## src/rtl/rx_frame_writer.sv

```systemverilog
module rx_frame_writer #(
  parameter int PAGE_BYTES = 2048,
  parameter int PAGES      = 4,
  parameter int MIN_LEN    = 64,
  parameter int MAX_LEN    = 1518,
  parameter int CNT_W      = 16
) (
  input  logic                                         clk,
  input  logic                                         rst_n,
  input  logic                                         rx_enable,
  input  logic                                         soft_reset,
  input  logic                                         strip_crc,
  input  logic                                         in_valid,
  input  logic                                         in_sof,
  input  logic                                         in_eof,
  input  logic [7:0]                                   in_data,
  input  logic                                         page_valid,
  input  logic [$clog2(PAGES)-1:0]                     page_num,
  output logic                                         page_take,
  output logic                                         wr_en,
  output logic [$clog2(PAGES)+$clog2(PAGE_BYTES)-1:0]  wr_addr,
  output logic [7:0]                                   wr_data,
  output logic                                         frm_done,
  output logic                                         frm_drop,
  output logic [$clog2(PAGES)-1:0]                     frm_page
);
  localparam int OFF_W = $clog2(PAGE_BYTES);
  localparam int PG_W  = $clog2(PAGES);
  localparam logic [CNT_W-1:0] MINL    = CNT_W'(MIN_LEN);
  localparam logic [CNT_W-1:0] MAXL    = CNT_W'(MAX_LEN);
  localparam logic [CNT_W-1:0] PAY_LIM = CNT_W'(PAGE_BYTES - 4);

  typedef enum logic [2:0] {S_IDLE, S_RECV, S_DISC, S_PAD, S_CRC, S_PAIR, S_HDR} st_t;

  st_t              st;
  logic [OFF_W-1:0] k;
  logic [CNT_W-1:0] cnt;
  logic [31:0]      crc_q;
  logic [PG_W-1:0]  page_q;
  logic             strip_q;
  logic [7:0]       last_q;

  function automatic logic [31:0] crc_step(input logic [31:0] c, input logic [7:0] d);
    logic [31:0] r;
    r = c ^ {24'h0, d};
    for (int b = 0; b < 8; b++) r = r[0] ? ((r >> 1) ^ 32'hEDB88320) : (r >> 1);
    return r;
  endfunction

  function automatic logic [CNT_W-1:0] even_len(input logic [CNT_W-1:0] n);
    return (n < MINL) ? MINL : {n[CNT_W-1:1], 1'b0};
  endfunction

  function automatic logic [CNT_W:0] stored(input logic [CNT_W-1:0] n, input logic keep);
    return {1'b0, even_len(n)} + (keep ? (CNT_W+1)'(10) : (CNT_W+1)'(6));
  endfunction

  wire start    = in_valid && in_sof && st == S_IDLE;
  wire ok_start = start && rx_enable && !soft_reset && page_valid;
  wire take     = ok_start || (st == S_RECV && in_valid);
  wire [CNT_W-1:0] n_nx = (st == S_IDLE) ? CNT_W'(1) : ((&cnt) ? cnt : cnt + CNT_W'(1));
  wire keep_nx  = (st == S_IDLE) ? !strip_crc : !strip_q;
  wire ovf_nx   = stored(n_nx, keep_nx) > (CNT_W+1)'(PAGE_BYTES);
  wire short_nx = n_nx < MINL;
  wire st_t tail_st = short_nx ? S_PAD : (keep_nx ? S_CRC : S_PAIR);
  wire [OFF_W-1:0] tail_k = short_nx ? OFF_W'(n_nx) : '0;

  wire             keep     = !strip_q;
  wire             odd_long = cnt[0] && cnt >= MINL;
  wire [OFF_W-1:0] e_off    = OFF_W'(even_len(cnt));
  wire [15:0]      status   = {3'b000, cnt[0], cnt > MAXL, 11'b0};
  wire [15:0]      count    = 16'(stored(cnt, keep));
  wire [31:0]      crc_sh   = ~crc_q >> {k[1:0], 3'b000};
  wire             pay_fit  = (st == S_IDLE) || (cnt < PAY_LIM);
  wire [OFF_W-1:0] pay_off  = (st == S_IDLE) ? OFF_W'(4) : OFF_W'(cnt) + OFF_W'(4);

  logic [OFF_W-1:0] off;
  assign page_take = ok_start;
  assign frm_page  = page_q;
  assign wr_addr   = {(st == S_IDLE) ? page_num : page_q, off};

  always_comb begin
    wr_en   = 1'b0;
    off     = '0;
    wr_data = 8'h00;
    case (st)
      S_IDLE, S_RECV: if (take && pay_fit) begin
        wr_en = 1'b1; off = pay_off; wr_data = in_data;
      end
      S_PAD: begin wr_en = 1'b1; off = OFF_W'(4) + k; end
      S_CRC: begin wr_en = 1'b1; off = OFF_W'(4) + e_off + k; wr_data = crc_sh[7:0]; end
      S_PAIR: begin
        wr_en = 1'b1;
        off = OFF_W'(4) + e_off + (keep ? OFF_W'(4) : OFF_W'(0)) + k;
        if (k == '0) wr_data = odd_long ? last_q : 8'h00;
        else         wr_data = odd_long ? 8'h60 : 8'h40;
      end
      S_HDR: begin
        wr_en = 1'b1; off = k;
        case (k[1:0])
          2'd0:    wr_data = status[7:0];
          2'd1:    wr_data = status[15:8];
          2'd2:    wr_data = count[7:0];
          default: wr_data = count[15:8];
        endcase
      end
      default: ;
    endcase
  end

  always_ff @(posedge clk) begin
    if (!rst_n) begin
      st <= S_IDLE; k <= '0; cnt <= '0; crc_q <= '0; page_q <= '0;
      strip_q <= 1'b0; last_q <= '0; frm_done <= 1'b0; frm_drop <= 1'b0;
    end else begin
      frm_done <= 1'b0;
      frm_drop <= 1'b0;
      if (take) begin
        cnt    <= n_nx;
        last_q <= in_data;
        crc_q  <= crc_step((st == S_IDLE) ? 32'hFFFFFFFF : crc_q, in_data);
      end
      case (st)
        S_IDLE: if (ok_start) begin
          page_q  <= page_num;
          strip_q <= strip_crc;
          if (in_eof) begin st <= tail_st; k <= tail_k; end
          else st <= S_RECV;
        end else if (start) begin
          if (in_eof) frm_drop <= 1'b1;
          else st <= S_DISC;
        end
        S_RECV: if (in_valid && in_eof) begin
          if (ovf_nx) begin frm_drop <= 1'b1; st <= S_IDLE; end
          else begin st <= tail_st; k <= tail_k; end
        end
        S_DISC: if (in_valid && in_eof) begin frm_drop <= 1'b1; st <= S_IDLE; end
        S_PAD: begin
          crc_q <= crc_step(crc_q, 8'h00);
          k <= k + OFF_W'(1);
          if (k == OFF_W'(MIN_LEN - 1)) begin st <= keep ? S_CRC : S_PAIR; k <= '0; end
        end
        S_CRC: begin
          k <= k + OFF_W'(1);
          if (k == OFF_W'(3)) begin st <= S_PAIR; k <= '0; end
        end
        S_PAIR: begin
          k <= k + OFF_W'(1);
          if (k == OFF_W'(1)) begin st <= S_HDR; k <= '0; end
        end
        S_HDR: begin
          k <= k + OFF_W'(1);
          if (k == OFF_W'(3)) begin st <= S_IDLE; k <= '0; frm_done <= 1'b1; end
        end
        default: st <= S_IDLE;
      endcase
    end
  end

  AST_TAKE_QUALIFIED: assert property (@(posedge clk) disable iff (!rst_n)
    page_take |-> (rx_enable && !soft_reset && page_valid && in_valid && in_sof));
  AST_NO_WRITE_REFUSED: assert property (@(posedge clk) disable iff (!rst_n)
    (st == S_DISC) |-> !wr_en);
  AST_PAD_ZERO: assert property (@(posedge clk) disable iff (!rst_n)
    (st == S_PAD) |-> (wr_en && wr_data == 8'h00 && wr_addr[OFF_W-1:0] < OFF_W'(MIN_LEN + 4)));
  AST_CTRL_CODE: assert property (@(posedge clk) disable iff (!rst_n)
    (st == S_PAIR && k == OFF_W'(1)) |-> (wr_data == 8'h60 || wr_data == 8'h40));
  AST_DONE_AFTER_HDR: assert property (@(posedge clk) disable iff (!rst_n)
    frm_done |-> ($past(wr_en) && $past(wr_addr[OFF_W-1:0]) == OFF_W'(3)));
  AST_ONE_OUTCOME: assert property (@(posedge clk) disable iff (!rst_n)
    !(frm_done && frm_drop));
endmodule

```

## config.mk

```make
export PLATFORM = sky130hd
export DESIGN_NAME = rx_frame_writer
export DESIGN_NICKNAME = d
export VERILOG_FILES = /design/src/rtl/rx_frame_writer.sv
export SDC_FILE = /design/constraint.sdc
export NUM_CORES = 1
export LEC_CHECK = 0
export BUFFER_PORTS_ARGS = -buffer_cell sky130_fd_sc_hd__buf_4
export CORE_ASPECT_RATIO = 1.1
export CORE_MARGIN = 2
export CORE_UTILIZATION = 55
export DETAILED_ROUTE_END_ITERATION = 7
export PLACE_DENSITY = 0.73
export SLEW_MARGIN = 10
export SYNTH_ARGS = -nofsm -noshare
export SYNTH_HDL_FRONTEND = slang
export SYNTH_SLANG_ARGS = --single-unit
```

## constraint.sdc

```tcl
create_clock -name clk -period 8.1 [get_ports clk]
set_input_delay 1.62 -clock clk [delete_from_list [all_inputs] [get_ports clk]]
set_output_delay 1.62 -clock clk [all_outputs]
set_load 0.01 [all_outputs]
```

# Word level (Yosys, flattened, before mapping)

Cells that the tools add are included.

Bits in registers: 75
Latch bits: 0
Bits in writable memories: 0
Bits in read-only memories: 0
Input port bits: 19
Memories kept: 0

Add/subtract/negate cells: 10
Multiply operators: 0
Div/mod/pow operators: 0
Order comparisons: 6
Equality and inequality tests: 22
Shift-type cells: 1
Mux-type cells: 71
Bitwise gates (word level): 18
Reduce and logical (&&, ||, !) cells: 27

Operators with widths:

| kind                                                             | number |
|---|---|
| 2-to-1 mux 32 bit                                                | 19 |
| inverter 13 -> 14 bit                                            | 16 |
| 2-to-1 mux 11 bit                                                | 10 |
| one-hot mux 11 bit (5 select lines)                              | 2 |
| 2-to-1 mux 16 bit                                                | 4 |
| 2-to-1 mux 3 bit                                                 | 13 |
| less-than comparator 16 x 7 -> 1 bit (second input constant)     | 2 |
| inverter 32 bit                                                  | 1 |
| one-hot mux 8 bit (4 select lines)                               | 1 |
| >> shifter 32 x 5 -> 8 bit                                       | 1 |
| XOR 32 x 8 -> 32 bit                                             | 1 |
| 2-to-1 mux 8 bit                                                 | 3 |
| one-hot mux 8 bit (3 select lines)                               | 1 |
| adder 11 bit                                                     | 2 |
| adder 3 x 11 -> 11 bit (first input constant)                    | 2 |
| one-hot mux 3 bit (7 select lines)                               | 1 |
| adder 16 x 4 -> 17 bit                                           | 1 |
| greater-than comparator 17 x 12 -> 1 bit (second input constant) | 1 |
| adder 16 x 1 -> 16 bit (second input constant)                   | 1 |
| adder 16 x 4 -> 16 bit                                           | 1 |
| >= comparator 16 x 7 -> 1 bit (second input constant)            | 1 |
| greater-than comparator 16 x 11 -> 1 bit (second input constant) | 1 |
| less-than comparator 16 x 11 -> 1 bit (second input constant)    | 1 |
| inequality test 2 bit (second input constant)                    | 8 |
| other kinds (33)                                                 | 61 |

# Longest topological paths before layout

Depth in word-level cells: 21
Depth in mapped cells: 21

# Worst setup path before layout

Ideal clock, no wire load.

Path type: register to output
From: register cnt[10]
To: output wr_addr[10]
Arrival: 3.726 ns
Data required time: 6.480 ns
Slack: 2.754 ns
Cell stages (with the launch flop): 20
Path buffers: 3
Cells stage by stage: dfxtp_1 -> buf_2 -> clkbuf_1 -> inv_1 -> nand4_1 -> clkbuf_1 -> nand2_1 -> inv_1 -> ha_1 -> ha_1 -> fa_1 -> nor2b_1 -> o21ai_0 -> nand2b_1 -> a21oi_1 -> o21bai_1 -> a21oi_1 -> o21bai_1 -> xnor2_1 -> o221ai_1

Word-level cells in the longest chain between the ends: 6
Elaborated cells on any way between the ends: 13

RTL lines:

| what                                  | line   | source |
|---|---|---|
| start: declaration                    | 37     | `logic [CNT_W-1:0] cnt;` |
| start signal: assignment              | 119    | `cnt <= n_nx;` |
| less-than comparator 16 x 7 -> 1 bit  | 51     | `return (n < MINL) ? MINL : {n[CNT_W-1:1], 1'b0};` |
| 2-to-1 mux 16 bit                     | --     |  |
| adder 3 x 11 -> 11 bit                | 91, 94 |  |
| adder 11 x 3 -> 11 bit                | 94     | `off = OFF_W'(4) + e_off + (keep ? OFF_W'(4) : OFF_W'(0)) + k;` |
| adder 11 bit                          | 94     |  |
| one-hot mux 11 bit (5 select lines) * | 86     | `case (st)` |
| end: declaration                      | 21     | `output logic [$clog2(PAGES)+$clog2(PAGE_BYTES)-1:0] wr_addr,` |

Mark *: on every way between the ends. The rest lies on a longest branch, timed or not.

# Worst setup path in the final report

From: register cnt[11]
To: output wr_addr[10]

The elaborated chain is that of the path after synthesis.

==> impl_metrics.py <==
metrics = {
    "detailed_routing": {
        "ant_nets": 0,
        "dr.pass1.iters": 7,
        "viasPerCell": 6.37,
        "wl_um": 25900,
        "wl_per_cell_um": 20.1,
        "first_iter_violations": 721,
        "drc": 0,
        "num_vias": 8205,
    },
    "worst_setup_path": {
        "crit_required_ps": 6480,
        "slowest_delay_ps": 540,
        "cp-end-kind": "output port",
        "crit_type": "reg2out",
        "cp-start-kind": "register",
        "crit_fanout": 11,
        "arrival_ps": 4830,
        "crit_slowest_cell": "fa_1",
        "crit_chain": "nor4_1, nand4_1, nand2_1, inv_1, fa_1, inv_1, ha_1, fa_1, nor2b_1, o21ai_0, nand2b_1, a21oi_1, o21bai_1, a21oi_1, o21bai_1, xnor2_1, o221ai_1, buf_4",
        "cp_top_family": "simple AND/OR/NAND/NOR gates",
        "path_buf_inv": 3,
    },
    "power": {
        "clkPwrFrac_pct": 28.4,
        "power_switching_mw": 0.558,
        "p_seq_share_pct": 31.8,
        "p_per_area_nw_per_um2": 161,
        "ir_drop_v": 0.000132,
        "leakage_nw": 3.19,
        "combPwrFrac_pct": 39.9,
        "swShare_pct": 39.5,
        "p_int_mw": 0.855,
        "power_mw": 1.41,
    },
    "final_layout": {
        "finalNetCount": 1152,
        "drive_above_1_share_pct": 8.76,
        "num-fill-cells": 1375,
        "area_growth_pct": 7.25,
        "design_area_um2": 8780,
        "fin_cells": 1288,
        "utilization_pct": 60.5,
        "diodes": 0,
    },
    "timing": {
        "fmax_mhz": 155,
        "finClkSkew_ps": 6.78,
        "final_max_slew_viol_count": 0,
        "maxSlewHeadroom_pct": 20.3,
        "min_period_ps": 6450,
        "rsz0062_at_grt": "no",
        "hold_slack_ps": 468,
        "tns_ps": 0,
        "hold_viol_final": 0,
        "worst_pin_slew_ps": 1190,
        "period_share_pct": 79.7,
        "setup_viol": 0,
        "layout_setup_ws_ps": 1650,
    },
    "clocking": {
        "insertion_delay_ps": 360,
        "cts_setup_buffers": 0,
        "cts-resized-gates": 0,
        "clkSinkCount": 75,
        "cts_tree": "done",
        "cts_root_buffer": "clkbuf_16",
        "h-tree-depth": 3,
        "clk_pin_slew_ps": 60,
        "postCtsHoldBufs": 0,
        "numCtsBuffers": 9,
        "clockBufferDepth": 2,
    },
    "floorplanning": {
        "die_x_um": 120,
        "dieArea_um2": 15900,
        "fp-row-count": 46,
        "core_area_um2": 14500,
        "io_pins": 46,
        "initial_core_util_pct": 56.4,
        "fp.dieH_um": 132,
    },
    "synthesis": {
        "synth_top_family_by_area": "simple AND/OR/NAND/NOR gates",
        "synth_xor_xnor_area_share_pct": 20.6,
        "yosysSeqAreaShare_pct": 18.3,
        "yosysUniqueCellTypes": 71,
        "synth_compound_area_share_pct": 22.0,
        "yosysWarnings": 0,
        "synth_fp_nets": 1170,
        "netlist_area_um2": 8180,
        "synthAdderAreaFrac_pct": 7.34,
        "synth-seq-cells": 75,
        "yosys_most_used_dff": "dfxtp_1",
        "syn_inst": 1109,
        "synth_edf_count": 0,
        "syn_area_per_cell_um2": 7.38,
        "yosys.area_share.simple_pct": 22.5,
        "muxShareOfSynthArea_pct": 3.00,
        "async_reset_ff_share_pct": 0,
    },
    "hold_path": {
        "hp-class": "reg2reg",
    },
    "placed_design": {
        "port_buffers": 45,
        "placed_area_um2": 8500,
        "dp_slack_ps": 1780,
        "gp_congestion": 1.02,
        "dp_hpwl_um": 18100,
        "dp.cells": 1272,
    },
    "grt": {
        "grt_start_max_net_pins": 79,
        "grt_pass1_vias": 7654,
        "antenna_found_initial": 0,
        "grt_pass1_wl_um": 41300,
        "grtUsageTotal_pct": 32.7,
        "gr-total-overflow": 0,
    },
    "run_status": {
        "status": "finished, final reports clean",
    },
    "run": {
        "max_cap_violations": 0,
    },
}
[routing by layer]
| metal | track usage, % | vias up | wire length [µm] |
|---|---|---|---|
| met3 | 3.89 | 113 | 1830 |
| li1 | - | 3841 | - |
| met4 | 22.3 | 0 | 1640 |
| met5 | 0 | - | 0 |
| met2 | 53.3 | 405 | 12300 |
| met1 | 40.1 | 3846 | 10100 |
[cells in the final DEF (no fill, tap or decap), drive strengths merged, types with 16 or more instances in the layout]
master  synthesis  layout
nor3           21      21
nand4          16      16
xnor2         141     141
o211ai         16      16
nand2         143     143
a21boi         17      17
nor2          114     114
buf            26      53
a21oi          50      50
dfxtp          75      75
and3           19      19
inv            45      47
nand3          27      27
o21a           21      21
xor2           48      48
o21ai          52      52
ha             32      32
[Yosys cell counts, types with 6 or more instances]
library cell  instances  area, µm²
nand2_1             143        537
xnor2_1             140       1230
nor2_1              114        428
dfxtp_1              75       1500
clkbuf_1             56        210
a21oi_1              50        250
xor2_1               48        420
o21ai_0              47        235
inv_1                45        169
ha_1                 32        400
nand3_1              27        135
o21a_1               21        158
nor3_1               20        100
and3_1               19        119
a21boi_0             16        120
o211ai_1             16        120
a211oi_1             14        105
a31oi_1              14       87.6
and2_1               14       87.6
nand4_1              14       87.6
buf_2                12       60.1
o22ai_1              11       68.8
buf_1                10       37.5
fa_1                 10        200
nor2b_1              10       62.6
a221oi_1              9       78.8
a22oi_1               9       67.6
mux4_2                8        180
nor4_1                8       50.1
or3_1                 7       43.8
o221ai_1              6       52.6
[registers in the layout, indices dropped and copies added, names as in the netlist]
register  cells
strip_q       1
frm_page      2
k            11
last_q        8
crc_q        32
frm_done      1
st            3
cnt          16
frm_drop      1
[final timing paths]
kind                            startpoint          end  slack, ps  cells past startpoint
worst max-delay path               cnt[11]  wr_addr[10]       1650                     18
worst min-delay path             last_q[1]    last_q[1]        470                      2
worst max register to register      cnt[6]         k[1]       2620                     16
worst min register to register   last_q[1]    last_q[1]        470                      2
[cell type report]
type	instances	area [µm²]	share of cell area, %
well taps	192	240	2.74
clock inverters	7	52.6	0.599
repair buffers	53	398	4.53
multi-input cells	907	6190	70.5
clock buffers	9	225	2.57
flip-flops and latches	75	1500	17.1
inverters	45	169	1.92
[worst reg2reg max path: cells and delay by family, from the launching register on]
kind	cells	cell delay [ps]
and+or+nand+nor	8	2450
AOI/OAI and AO/OA	6	1650
DFF	1	670
adders and majority gates	1	300
muxes	1	300
[power by group through the flow]
stage          clock (mW)  combinational (mW)  sequential [mW]
2_1_floorplan           0               0.468            0.418
3_3_place_gp            0               0.551            0.456
3_5_place_dp            0               0.556            0.456
4_1_cts             0.401               0.560            0.448
5_1_grt             0.415               0.615            0.453
6_report            0.401               0.564            0.449
[logic make-up after synthesis]
family	count (synthesis)
fa+ha+maj	42
simple gates	399
flops	75
compound gates	262
buf+inv	127
xor+xnor	190
mux	14
(Power assumes the default switching activity.)
